[src/rtl/seg_alloc_pkg.sv]
package seg_alloc_pkg;
  typedef enum logic [2:0] {
    ST_IDLE, ST_ALIGN, ST_CNT, ST_CHECK, ST_FIND, ST_EMIT, ST_DONE
  } seg_state_e;

  typedef enum logic [1:0] {
    RD_NONE, RD_COUNT, RD_FIND
  } rd_cmd_e;
endpackage

[src/rtl/seg_code_pick.sv]
module seg_code_pick #(
  parameter int NUM_CODES = 8,
  parameter int T_W       = 6,
  parameter int R_W       = 8,
  parameter int NEED_W    = 12,
  localparam int IDX_W    = $clog2(NUM_CODES)
) (
  input  logic [NUM_CODES*T_W-1:0] code_t_i,
  input  logic [NUM_CODES*R_W-1:0] code_r_i,
  input  logic [NEED_W-1:0]        need_i,
  output logic                     fit_o,
  output logic [IDX_W-1:0]         idx_o,
  output logic [T_W-1:0]           t_o,
  output logic [R_W-1:0]           r_o,
  output logic [T_W-1:0]           tmax_o
);
  always_comb begin
    logic [T_W-1:0] tk;
    logic [R_W-1:0] rk;
    fit_o  = 1'b0;
    idx_o  = '0;
    t_o    = '0;
    r_o    = '0;
    tmax_o = '0;
    for (int k = 0; k < NUM_CODES; k++) begin
      tk = code_t_i[k*T_W +: T_W];
      rk = code_r_i[k*R_W +: R_W];
      if (tk > tmax_o) tmax_o = tk;
      // strict < keeps the lowest index on equal redundancy
      if (NEED_W'(tk) >= need_i && (!fit_o || rk < r_o)) begin
        fit_o = 1'b1;
        idx_o = IDX_W'(k);
        t_o   = tk;
        r_o   = rk;
      end
    end
  end
endmodule

[src/rtl/seg_map_reader.sv]
module seg_map_reader
  import seg_alloc_pkg::*;
#(
  parameter int PTR_W = 11
) (
  input  logic             clk_i,
  input  logic             rst_ni,
  input  rd_cmd_e          cmd_i,
  input  logic [PTR_W-1:0] from_i,
  input  logic [PTR_W-1:0] to_i,
  output logic             dm_rd_o,
  output logic [PTR_W-2:0] dm_addr_o,
  input  logic             dm_bit_i,
  output logic             fin_o,
  output logic [PTR_W-1:0] hits_o,
  output logic             found_o,
  output logic [PTR_W-1:0] found_addr_o
);
  logic             active_q, find_q, pend_q;
  logic [PTR_W-1:0] ptr_q, bound_q, pend_addr_q;
  logic             hit_now, stop_find, issue;

  assign hit_now   = pend_q & dm_bit_i;
  assign stop_find = find_q & hit_now;
  assign issue     = active_q & (ptr_q < bound_q) & ~stop_find;
  assign dm_rd_o   = issue;
  assign dm_addr_o = ptr_q[PTR_W-2:0];

  always_ff @(posedge clk_i or negedge rst_ni) begin
    if (!rst_ni) begin
      active_q     <= 1'b0;
      find_q       <= 1'b0;
      pend_q       <= 1'b0;
      ptr_q        <= '0;
      bound_q      <= '0;
      pend_addr_q  <= '0;
      hits_o       <= '0;
      found_o      <= 1'b0;
      found_addr_o <= '0;
      fin_o        <= 1'b0;
    end else begin
      fin_o <= 1'b0;
      if (!active_q) begin
        if (cmd_i != RD_NONE) begin
          active_q <= 1'b1;
          find_q   <= (cmd_i == RD_FIND);
          ptr_q    <= from_i;
          bound_q  <= to_i;
          hits_o   <= '0;
          found_o  <= 1'b0;
          pend_q   <= 1'b0;
        end
      end else begin
        pend_q      <= issue;
        pend_addr_q <= ptr_q;
        if (issue) ptr_q <= ptr_q + 1'b1;
        if (hit_now) hits_o <= hits_o + 1'b1;
        if (stop_find) begin
          found_o      <= 1'b1;
          found_addr_o <= pend_addr_q;
          active_q     <= 1'b0;
          fin_o        <= 1'b1;
        end else if (!issue && !pend_q) begin
          active_q <= 1'b0;
          fin_o    <= 1'b1;
        end
      end
    end
  end

  assert_read_in_bound_R4: assert property (@(posedge clk_i) disable iff (!rst_ni)
    dm_rd_o |-> (ptr_q < bound_q));
endmodule

[src/rtl/seg_alloc.sv]
module seg_alloc
  import seg_alloc_pkg::*;
#(
  parameter int ADDR_W    = 10,
  parameter int NUM_CODES = 8,
  parameter int T_W       = 6,
  parameter int R_W       = 8,
  localparam int PTR_W    = ADDR_W + 1,
  localparam int NEED_W   = PTR_W + 1,
  localparam int W2       = PTR_W + 2,
  localparam int ALIGN_W  = $clog2(ADDR_W + 1),
  localparam int IDX_W    = $clog2(NUM_CODES)
) (
  input  logic                     clk_i,
  input  logic                     rst_ni,
  input  logic                     start_i,
  input  logic [PTR_W-1:0]         user_len_i,
  input  logic [T_W-1:0]           margin_i,
  input  logic [ALIGN_W-1:0]       align_log2_i,
  input  logic [NUM_CODES*T_W-1:0] code_t_i,
  input  logic [NUM_CODES*R_W-1:0] code_r_i,
  output logic                     dm_rd_o,
  output logic [ADDR_W-1:0]        dm_addr_o,
  input  logic                     dm_bit_i,
  output logic                     rec_valid_o,
  input  logic                     rec_ready_i,
  output logic [ADDR_W-1:0]        rec_head_o,
  output logic [ADDR_W-1:0]        rec_slot_o,
  output logic [IDX_W-1:0]         rec_code_o,
  output logic                     done_o
);
  localparam logic [W2-1:0] CELLS = W2'(1) << ADDR_W;

  seg_state_e       state_q;
  logic [PTR_W-1:0] seg_s_q, seg_e_q, dcnt_q;
  logic             has_code_q;
  logic [T_W-1:0]   cur_t_q;
  logic [IDX_W-1:0] cur_idx_q;

  // alignment and window arithmetic
  logic [W2-1:0]     al_mask, s_up, open_end, grow_end;
  logic              open_fail, grow_fail;
  logic [NEED_W-1:0] need;
  logic              covered, too_many;

  // picker
  logic             pick_fit;
  logic [IDX_W-1:0] pick_idx;
  logic [T_W-1:0]   pick_t, pick_tmax;
  logic [R_W-1:0]   pick_r;

  // reader
  rd_cmd_e          rd_cmd;
  logic [PTR_W-1:0] rd_from, rd_to, rd_hits, rd_found_addr;
  logic             rd_fin, rd_found;

  assign al_mask   = (W2'(1) << align_log2_i) - W2'(1);
  assign s_up      = (W2'(seg_s_q) + al_mask) & ~al_mask;
  assign open_end  = s_up + W2'(user_len_i);
  assign open_fail = open_end > CELLS;
  assign grow_end  = W2'(seg_s_q) + W2'(user_len_i) + W2'(pick_r);
  assign grow_fail = grow_end > CELLS;
  assign need      = NEED_W'(dcnt_q) + NEED_W'(margin_i);
  assign covered   = has_code_q && (NEED_W'(cur_t_q) >= need);
  assign too_many  = need > NEED_W'(pick_tmax);

  seg_code_pick #(
    .NUM_CODES(NUM_CODES), .T_W(T_W), .R_W(R_W), .NEED_W(NEED_W)
  ) u_pick (
    .code_t_i(code_t_i), .code_r_i(code_r_i), .need_i(need),
    .fit_o(pick_fit), .idx_o(pick_idx), .t_o(pick_t), .r_o(pick_r),
    .tmax_o(pick_tmax)
  );

  always_comb begin
    rd_cmd  = RD_NONE;
    rd_from = '0;
    rd_to   = '0;
    unique case (state_q)
      ST_ALIGN: if (!open_fail) begin
        rd_cmd  = RD_COUNT;
        rd_from = PTR_W'(s_up);
        rd_to   = PTR_W'(open_end);
      end
      ST_CHECK: if (!covered) begin
        if (too_many) begin
          rd_cmd  = RD_FIND;
          rd_from = seg_s_q;
          rd_to   = PTR_W'(CELLS);
        end else if (!grow_fail) begin
          rd_cmd  = RD_COUNT;
          rd_from = seg_e_q;
          rd_to   = PTR_W'(grow_end);
        end
      end
      default: ;
    endcase
  end

  seg_map_reader #(.PTR_W(PTR_W)) u_reader (
    .clk_i(clk_i), .rst_ni(rst_ni), .cmd_i(rd_cmd), .from_i(rd_from),
    .to_i(rd_to), .dm_rd_o(dm_rd_o), .dm_addr_o(dm_addr_o),
    .dm_bit_i(dm_bit_i), .fin_o(rd_fin), .hits_o(rd_hits),
    .found_o(rd_found), .found_addr_o(rd_found_addr)
  );

  always_ff @(posedge clk_i or negedge rst_ni) begin
    if (!rst_ni) begin
      state_q    <= ST_IDLE;
      seg_s_q    <= '0;
      seg_e_q    <= '0;
      dcnt_q     <= '0;
      has_code_q <= 1'b0;
      cur_t_q    <= '0;
      cur_idx_q  <= '0;
    end else begin
      unique case (state_q)
        ST_IDLE, ST_DONE: if (start_i) begin
          seg_s_q <= '0;
          state_q <= ST_ALIGN;
        end
        ST_ALIGN: begin
          if (open_fail) state_q <= ST_DONE;
          else begin
            seg_s_q    <= PTR_W'(s_up);
            seg_e_q    <= PTR_W'(open_end);
            dcnt_q     <= '0;
            has_code_q <= 1'b0;
            state_q    <= ST_CNT;
          end
        end
        ST_CNT: if (rd_fin) begin
          dcnt_q  <= dcnt_q + rd_hits;
          state_q <= ST_CHECK;
        end
        ST_CHECK: begin
          if (covered)        state_q <= ST_EMIT;
          else if (too_many)  state_q <= ST_FIND;
          else if (grow_fail) state_q <= ST_DONE;
          else begin
            cur_idx_q  <= pick_idx;
            cur_t_q    <= pick_t;
            has_code_q <= 1'b1;
            seg_e_q    <= PTR_W'(grow_end);
            state_q    <= ST_CNT;
          end
        end
        ST_FIND: if (rd_fin) begin
          if (rd_found) begin
            seg_s_q <= rd_found_addr + 1'b1;
            state_q <= ST_ALIGN;
          end else state_q <= ST_DONE;
        end
        ST_EMIT: if (rec_ready_i) begin
          seg_s_q <= seg_e_q;
          state_q <= ST_ALIGN;
        end
        default: state_q <= ST_IDLE;
      endcase
    end
  end

  assign rec_valid_o = (state_q == ST_EMIT);
  assign done_o      = (state_q == ST_DONE);
  assign rec_head_o  = seg_s_q[ADDR_W-1:0];
  assign rec_slot_o  = rec_head_o >> align_log2_i;
  assign rec_code_o  = cur_idx_q;

  assert_idle_quiet_R1: assert property (@(posedge clk_i) disable iff (!rst_ni)
    (state_q == ST_IDLE) |-> (!rec_valid_o && !done_o && !dm_rd_o));
  assert_head_aligned_R2: assert property (@(posedge clk_i) disable iff (!rst_ni)
    rec_valid_o |-> (!seg_s_q[ADDR_W] && ((W2'(seg_s_q) & al_mask) == '0)));
  assert_pick_meets_need_R3: assert property (@(posedge clk_i) disable iff (!rst_ni)
    (state_q == ST_CHECK && !covered && !too_many) |-> (pick_fit && NEED_W'(pick_t) >= need));
  assert_code_covers_R4: assert property (@(posedge clk_i) disable iff (!rst_ni)
    rec_valid_o |-> (has_code_q && NEED_W'(cur_t_q) >= need && seg_e_q <= PTR_W'(CELLS)));
  assert_done_silent_R7: assert property (@(posedge clk_i) disable iff (!rst_ni)
    done_o |-> (!rec_valid_o && !dm_rd_o));
  assert_rec_hold_R8: assert property (@(posedge clk_i) disable iff (!rst_ni)
    (rec_valid_o && !rec_ready_i) |=> (rec_valid_o && $stable(rec_head_o) && $stable(rec_code_o)));
  assert_restart_R9: assert property (@(posedge clk_i) disable iff (!rst_ni)
    (done_o && start_i) |=> (!done_o && seg_s_q == '0));
endmodule

[config.mk]
export PLATFORM = sky130hd
export DESIGN_NAME = seg_alloc
export DESIGN_NICKNAME = d
export VERILOG_FILES = /design/src/rtl/seg_alloc_pkg.sv /design/src/rtl/seg_code_pick.sv /design/src/rtl/seg_map_reader.sv /design/src/rtl/seg_alloc.sv
export SDC_FILE = /design/constraint.sdc
export NUM_CORES = 1
export LEC_CHECK = 0
export BUFFER_PORTS_ARGS = -buffer_cell sky130_fd_sc_hd__buf_2
export CAP_MARGIN = 10
export CORE_MARGIN = 2
export CORE_UTILIZATION = 42
export CTS_CLUSTER_SIZE = 20
export DETAILED_ROUTE_END_ITERATION = 8
export REMOVE_ABC_BUFFERS = 1
export SETUP_SLACK_MARGIN = 0.15
export SLEW_MARGIN = 20
export SYNTH_ARGS = -nofsm -noshare
export SYNTH_HDL_FRONTEND = slang
export SYNTH_SLANG_ARGS = --single-unit
[constraint.sdc]
create_clock -name clk_i -period 19.2 [get_ports clk_i]
set_input_delay 3.84 -clock clk_i [delete_from_list [all_inputs] [get_ports clk_i]]
set_output_delay 3.84 -clock clk_i [all_outputs]
set_load 0.02 [all_outputs]
# Yosys cells after proc, flatten, opt, wreduce, memory -nomap -nowiden
# Cells that the tools add are included.
[word_totals] ramBits=0 romBits=0 ff_bits=106 mem_count=0 out_inout_bits=36 latch_bits=0
[op_classes] magnitude_cmp=28 n_shift=2 div_mod_pow=0 eq_ne=19 bitwise=11 n_reduce_logical=42 n_mul=0 mux=99 addsub=10
[op_table] cell="11-bit two-way mux" count=25
[op_table] cell="6-bit by 12-bit greater-or-equal comparator with 1-bit output" count=9
[op_table] cell="6-bit two-way mux" count=16
[op_table] cell="11-bit one-hot mux with 2 select lines" count=4
[op_table] cell="8-bit two-way mux" count=8
[op_table] cell="8-bit less-than comparator" count=7
[op_table] cell="11-bit one-hot mux with 4 select lines" count=1
[op_table] cell="6-bit > comparator" count=7
[op_table] cell="3-bit two-way mux" count=13
[op_table] cell="11-bit by 1-bit adder with 11-bit output (second input constant)" count=3
[op_table] cell="13-bit by 11-bit > comparator with 1-bit output (second input constant)" count=2
[op_table] cell="1-bit two-way mux" count=25
[op_table] cell="3-bit one-hot mux with 6 select lines" count=1
[op_table] cell="2-bit != test (second input constant)" count=8
[op_table] cell="11-bit by 13-bit adder with 13-bit output" count=1
[op_table] cell="12-bit by 8-bit adder with 13-bit output" count=1
[op_table] cell="13-bit by 11-bit adder with 13-bit output" count=1
[op_table] cell="13-bit bitwise AND" count=1
[op_table] cell="13-bit NOT" count=1
[op_table] cell="1-bit by 4-bit left shift with 13-bit output (first input constant)" count=1
[op_table] cell="13-bit by 2-bit subtractor with 13-bit output (second input constant)" count=1
[op_table] cell="11-bit by 11-bit adder with 12-bit output" count=1
[op_table] cell="11-bit by 6-bit adder with 12-bit output" count=1
[op_table] cell="12-bit by 6-bit > comparator with 1-bit output" count=1
[op_table] cell="other kinds (26)" count=72

# Depth between registers and ports, before layout
[logic_depth] depth_word=40 ltp_mapped=103 depth_no_buf=94

# Modules after synthesis
# A second synthesis with hierarchy kept.
[unflattened] cells_unflattened=1720 area_unflattened_um2=14652.8
[by_module_without_submodules] mod="seg_alloc" instances=1 area_per_inst_um2=6236.0 cells_each=755 seq_area_each_um2=1151.1
[by_module_without_submodules] mod="seg_code_pick" instances=1 area_per_inst_um2=5411.4 cells_each=691 seq_area_each_um2=0.0
[by_module_without_submodules] mod="seg_map_reader" instances=1 area_per_inst_um2=3005.4 cells_each=274 seq_area_each_um2=1501.4

# Worst setup path after synthesis
# Ideal clock, no wire load.
[synth_path] path_kind="input -> register" start="in margin_i[1]" end="reg u_reader.bound_q[10]" setup_ns=0.133 t_arrival_ns=22.264 slack_ns=-3.197 stages=97 path_cell_list="ha_1 -> a211o_1 -> o21a_1 -> a21o_1 -> a21oi_1 -> xnor2_1 -> inv_1 -> ha_1 -> o211ai_1 -> o21a_1 -> nor2_1 -> clkbuf_1 -> nand2_1 -> ha_1 -> a2111oi_1 -> nand2_1 -> nor2_1 -> o311a_1 -> [61 not listed] -> inv_1 -> fa_1 -> nor2b_1 -> o21ai_1 -> a21boi_0 -> o21ai_1 -> a21boi_0 -> nor2_1 -> or4_1 -> a211oi_1 -> nor2b_1 -> o21ai_0 -> o2111ai_1 -> nor3_1 -> o31ai_2 -> clkbuf_1 -> a211oi_1 -> a21oi_1"
[synth_between] elab_chain_len=39 word_cells_on_any_way=67
[synth_lines] item="start: declaration" line_no="seg_alloc.sv:18" source="input logic [T_W-1:0] margin_i,"
[synth_lines] item="11-bit by 6-bit adder with 12-bit output *" line_no="seg_alloc.sv:63" source="assign need = NEED_W'(dcnt_q) + NEED_W'(margin_i);"
[synth_lines] item="6-bit by 12-bit greater-or-equal comparator with 1-bit output" line_no="seg_code_pick.sv:30" source="if (NEED_W'(tk) >= need_i && (!fit_o || rk < r_o)) begin"
[synth_lines] item="8-bit two-way mux / 1-bit two-way mux (equally long branches)" line_no="seg_code_pick.sv:30"
[synth_lines] item="8-bit less-than comparator / 1-bit zero test (equally long branches)" line_no="seg_code_pick.sv:30"
[synth_lines] item="1-bit logical OR" line_no="seg_code_pick.sv:30"
[synth_lines] item="1-bit logical AND" line_no="seg_code_pick.sv:30"
[synth_lines] item="8-bit two-way mux / 1-bit two-way mux (equally long branches)" line_no="seg_code_pick.sv:30"
[synth_lines] item="8-bit less-than comparator / 1-bit zero test (equally long branches)" line_no="seg_code_pick.sv:30"
[synth_lines] item="[23 not listed]"
[synth_lines] item="12-bit by 8-bit adder with 13-bit output" line_no="seg_alloc.sv:61" source="assign grow_end = W2'(seg_s_q) + W2'(user_len_i) + W2'(pick_r);"
[synth_lines] item="13-bit by 11-bit > comparator with 1-bit output" line_no="seg_alloc.sv:62" source="assign grow_fail = grow_end > CELLS;"
[synth_lines] item="1-bit two-way mux" line_no="seg_alloc.sv:90" source="end else if (!grow_fail) begin"
[synth_lines] item="2-bit two-way mux" line_no="seg_alloc.sv:86" source="if (too_many) begin"
[synth_lines] item="2-bit two-way mux" line_no="seg_alloc.sv:85" source="ST_CHECK: if (!covered) begin"
[synth_lines] item="2-bit one-hot mux with 2 select lines" line_no="seg_alloc.sv:79" source="unique case (state_q)"
[synth_lines] item="2-bit nonzero test" line_no="seg_map_reader.sv:44" source="if (cmd_i != RD_NONE) begin"
[synth_lines] item="2-bit AND reduction (no line)"
[synth_lines] item="end signal: assignment" line_no="seg_map_reader.sv:48" source="bound_q <= to_i;"
[synth_lines] item="end: declaration" line_no="seg_map_reader.sv:20" source="logic [PTR_W-1:0] ptr_q, bound_q, pend_addr_q;"
# Mark *: on every way between the ends. The rest lies on a longest branch, timed or not.
# A chain may end at the register's enable or synchronous reset.

# Worst setup path after layout
[layout_path] start="in margin_i[1]" end="reg u_reader.ptr_q[2]"
[layout_between] elab_chain_len=40 word_cells_on_any_way=70
[layout_lines] item="11-bit by 6-bit adder with 12-bit output *" line_no="seg_alloc.sv:63"
[layout_lines] item="6-bit by 12-bit greater-or-equal comparator with 1-bit output" line_no="seg_code_pick.sv:30"
[layout_lines] item="8-bit two-way mux / 1-bit two-way mux (equally long branches)" line_no="seg_code_pick.sv:30"
[layout_lines] item="8-bit less-than comparator / 1-bit zero test (equally long branches)" line_no="seg_code_pick.sv:30"
[layout_lines] item="1-bit logical OR" line_no="seg_code_pick.sv:30"
[layout_lines] item="1-bit logical AND" line_no="seg_code_pick.sv:30"
[layout_lines] item="8-bit two-way mux / 1-bit two-way mux (equally long branches)" line_no="seg_code_pick.sv:30"
[layout_lines] item="8-bit less-than comparator / 1-bit zero test (equally long branches)" line_no="seg_code_pick.sv:30"
[layout_lines] item="[24 not listed]"
[layout_lines] item="13-bit by 11-bit > comparator with 1-bit output" line_no="seg_alloc.sv:62"
[layout_lines] item="1-bit two-way mux" line_no="seg_alloc.sv:90"
[layout_lines] item="2-bit two-way mux" line_no="seg_alloc.sv:86"
[layout_lines] item="2-bit two-way mux" line_no="seg_alloc.sv:85"
[layout_lines] item="2-bit one-hot mux with 2 select lines" line_no="seg_alloc.sv:79"
[layout_lines] item="2-bit nonzero test" line_no="seg_map_reader.sv:44"
[layout_lines] item="2-bit nonzero test (no line)"
[layout_lines] item="2-bit AND reduction (no line)"
[layout_lines] item="end signal: assignment" line_no="seg_map_reader.sv:47" source="ptr_q <= from_i;"
[layout_lines] item="end signal: assignment" line_no="seg_map_reader.sv:56" source="if (issue) ptr_q <= ptr_q + 1'b1;"
[layout_lines] item="end: declaration" line_no="seg_map_reader.sv:20"
# Mark *: on every way between the ends. The rest lies on a longest branch, timed or not. The select of a mux whose other input is x is not followed.

==> out/qor.log <==
INFO  timing         final.setup_skew=0.0138ns
INFO  place          dp_hpwl=38.0mm
INFO  logic_synthesis synth_edf_count=0
INFO  logic_synthesis ys.flop_type=sky130_fd_sc_hd__dfrtp_1
INFO  setup_path     end_kind=flop
INFO  setup_path     critPathMaxStageDelay=0.54ns
INFO  logic_synthesis postSynthRegisterBits=106
INFO  worst_hold_path whs_endpoint=has_code_q
INFO  timing         rsz0062_at_grt=yes
INFO  timing         layout_min_cycle_time=20.62ns
INFO  grt            grt.overflow.total=0
INFO  grt            first_pass_grt_wire_length=77.1mm
INFO  job            number_of_violations_of_the_max_capacitance_limit=0
INFO  cells_and_area mostFrequentLayoutCell=sky130_fd_sc_hd__buf_4
INFO  setup_path     timing.rr.start=dcnt_q[1]
INFO  clocking       htreeDepth=3
INFO  timing         setup_viol_count_final=59
INFO  cells_and_area area_growth_syn_to_layout=41.1%
INFO  timing         timing.final.max_slew_violations=0
INFO  timing         max_freq=0.0485GHz
INFO  clocking       cts_tree=yes
INFO  timing         timing_worst_slew_pin_value=1.19ns
INFO  clocking       clock_sink_count=106
INFO  die            fp.coreArea=32500um2
INFO  timing         final_min_period_over_clock_period=1.07
INFO  logic_synthesis synth_sequential_area_ratio=0.191
INFO  cells_and_area final_cell_mix=289 x sky130_fd_sc_hd__buf_4, 178 x sky130_fd_sc_hd__ha_1, 170 x sky130_fd_sc_hd__buf_2
INFO  worst_hold_path hold_path.class=reg2reg
INFO  logic_synthesis synth.cell_area=13900um2
INFO  timing         setup_ws=-1.42ns
INFO  logic_synthesis synth.avg_cell_area=8.04um2
INFO  setup_path     cpLargestDelayFamily=compound AO/OA/AOI/OAI gates
INFO  route          vias_per_cell=5.70
INFO  route          route.final.wire_length=50.5mm
INFO  logic_synthesis yosys_warnings=0
INFO  die            ioPinCount=174
INFO  die            die_outline_area=34500um2
INFO  route          detailroute.via_count=14900
INFO  setup_path     worst_ep_required_time=19.49ns
INFO  clocking       clock_path_buffers=2
INFO  route          first_iter_violations=957
INFO  setup_path     slowest_stage=sky130_fd_sc_hd__fa_1
INFO  die            starting_density_of_the_core=0.426
INFO  worst_hold_path hold_path_depth=2
INFO  route          detail_route.wl_per_cell=19.3um
INFO  cells_and_area post_route_cells_drive_above_1_share=0.372
INFO  place          port_buffers=173
INFO  die            floorplan.die.height=186um
INFO  run_status     status=complete, but fails checks
INFO  route          drc_viols=0
INFO  grt            groute.usage.overall=0.283
INFO  setup_path     worstPathBufferInverterCount=19
INFO  cells_and_area design.final.nets=2533
INFO  place          globalplace.congestion=0.922
INFO  setup_path     timing.critical_path.arrival=20.91ns
INFO  grt            grt_start_max_net_pins=79
INFO  grt            first_global_vias=14700
INFO  clocking       clk_latency=0.36ns
INFO  setup_path     ff2ff_setup_slack=1.58ns
INFO  cells_and_area fill_cells=2911
INFO  logic_synthesis share_of_flip_flops_with_an_asynchronous_set_or_reset_after_synthesis=1.00
INFO  timing         timing_hold_violations_final=0
INFO  clocking       clk_pin_slew=0.07ns
INFO  logic_synthesis synth_cells=1723
INFO  worst_hold_path holdCritStartpoint=has_code_q
INFO  setup_path     reg2reg_depth=96
INFO  die            fp.dieW=186um
INFO  clocking       clock_tree.root_cell=sky130_fd_sc_hd__clkbuf_16
INFO  run_status     violations=setup timing
INFO  timing         slew_headroom=0.207
INFO  route          ant_nets=0
INFO  logic_synthesis yosysUniqueCellTypes=88
INFO  setup_path     critical_path_class=in2reg
INFO  setup_path     worstSetupStartpointType=input pin
INFO  grt            antenna_found_initial=6
INFO  timing         hold_slack=0.476ns
INFO  clocking       cts_made_buffers=9
INFO  route          drt-pass1-iter-count=5
INFO  setup_path     critical_path.max_fanout=7
INFO  die            placement_rows=66
INFO  setup_path     rr_endpoint=u_reader.ptr_q[2]
==> sequential cells by signal, indices dropped and copies added (netlist names), 11 cells and up <==
name / flops
dcnt_q: 11
seg_e_q: 11
seg_s_q: 11
u_reader.bound_q: 11
u_reader.found_addr_o: 11
u_reader.hits_o: 11
u_reader.pend_addr_q: 11
u_reader.ptr_q: 11
==> tightest hold or removal path: stages, from the launching register on <==
cell and delay, ns:
sky130_fd_sc_hd__dfrtp_1 0.34, sky130_fd_sc_hd__nand2_1 0.05, sky130_fd_sc_hd__nand2_1 0.06
==> logic make-up (layout without fill, tap and decap cells) <==
kind of cell	after synthesis	count (layout)	share of synthesized area
AO/OA/AOI/OAI	540	540	0.255
multiplexers	97	97	0.0761
XOR/XNOR	47	47	0.0297
adder cells (fa/ha/maj)	228	228	0.213
flip-flops	106	106	0.191
other	0	6	0
buffers and inverters	213	662	0.0656
AND/OR/NAND/NOR	492	493	0.169
==> layer usage <==
layer	up-vias	global-route usage	wire length (um)	part of all wire
li1	7178	-	-	-
met1	7127	0.352	21300	0.42
met2	494	0.493	24400	0.48
met3	147	0.0327	2580	0.051
met4	2	0.123	2180	0.043
met5	-	0	14	0.00028
==> cell type report <==
cell class              instances  area [um2]  share of cell area
repair buffers                515        3810               0.195
diodes                          6        15.0            0.000768
clock inverters                 7        60.1             0.00307
inverters                     131         492              0.0252
well taps                     442         553              0.0283
clock buffers                   9         225              0.0115
flip-flops and latches        106        2650               0.136
multi-input cells            1405       11700               0.601
==> Yosys cell counts, types with 10 or more instances <==
master	number	area [um2]
sky130_fd_sc_hd__o21bai_1	15	113
sky130_fd_sc_hd__nand2b_1	30	188
sky130_fd_sc_hd__ha_1	214	2680
sky130_fd_sc_hd__buf_4	20	150
sky130_fd_sc_hd__nand4_1	21	131
sky130_fd_sc_hd__o22ai_1	10	62.6
sky130_fd_sc_hd__o21ai_1	11	55.1
sky130_fd_sc_hd__nand3_1	27	135
sky130_fd_sc_hd__fa_1	13	260
sky130_fd_sc_hd__o21ai_0	135	676
sky130_fd_sc_hd__nor2b_1	31	194
sky130_fd_sc_hd__xor2_1	18	158
sky130_fd_sc_hd__a21oi_1	137	686
sky130_fd_sc_hd__xnor2_1	29	254
sky130_fd_sc_hd__a21o_1	42	315
sky130_fd_sc_hd__dfrtp_1	106	2650
sky130_fd_sc_hd__o21a_1	39	293
sky130_fd_sc_hd__nor2_1	131	492
sky130_fd_sc_hd__and3_1	18	113
sky130_fd_sc_hd__mux2_2	39	439
sky130_fd_sc_hd__a22oi_1	18	135
sky130_fd_sc_hd__o31ai_1	12	90.1
sky130_fd_sc_hd__nand2_1	162	608
sky130_fd_sc_hd__clkbuf_1	50	188
sky130_fd_sc_hd__a211oi_1	15	113
sky130_fd_sc_hd__mux2i_1	54	541
sky130_fd_sc_hd__inv_1	130	488
sky130_fd_sc_hd__nor3_1	23	115
==> how the worst max path moves through the flow <==
stage                          end        start  depth (start not counted)
2_1_floorplan    u_reader.ptr_q[0]  margin_i[1]                         90
3_3_place_gp    u_reader.hits_o[2]  margin_i[1]                         87
3_5_place_dp    u_reader.hits_o[2]  margin_i[1]                         88
4_1_cts        u_reader.bound_q[2]  margin_i[1]                         96
5_1_grt          u_reader.ptr_q[2]  margin_i[1]                         97
6_report         u_reader.ptr_q[2]  margin_i[1]                         97
==> through the flow <==
stage                     utilization  TNS [ns]  worst slack [ns]  std cells  cell area (um2)
final                           0.601    -74.33             -1.42       2621            19600
after global routing            0.601   -120.37             -2.16       2619            19500
after CTS                       0.566    -51.01            -0.962       2582            18400
after detailed placement        0.509   -174.98             -3.17       2475            16600
after global placement          0.509   -146.66             -2.73       2475            16600
after floorplan                     -   -281.52             -5.24       1641            13400
==> timing repair <==
action	in CTS	in global routing
gates resized for setup	203	182
hold buffers	0	0
gates cloned	9	1
buffers inserted	82	32
endpoints found under the hold margin	0	0
pin swaps	115	96
endpoints found under the setup margin	59	59
Power is not shown: default switching activity piles up to over one toggle a cycle in this logic, so the estimate is an artifact.
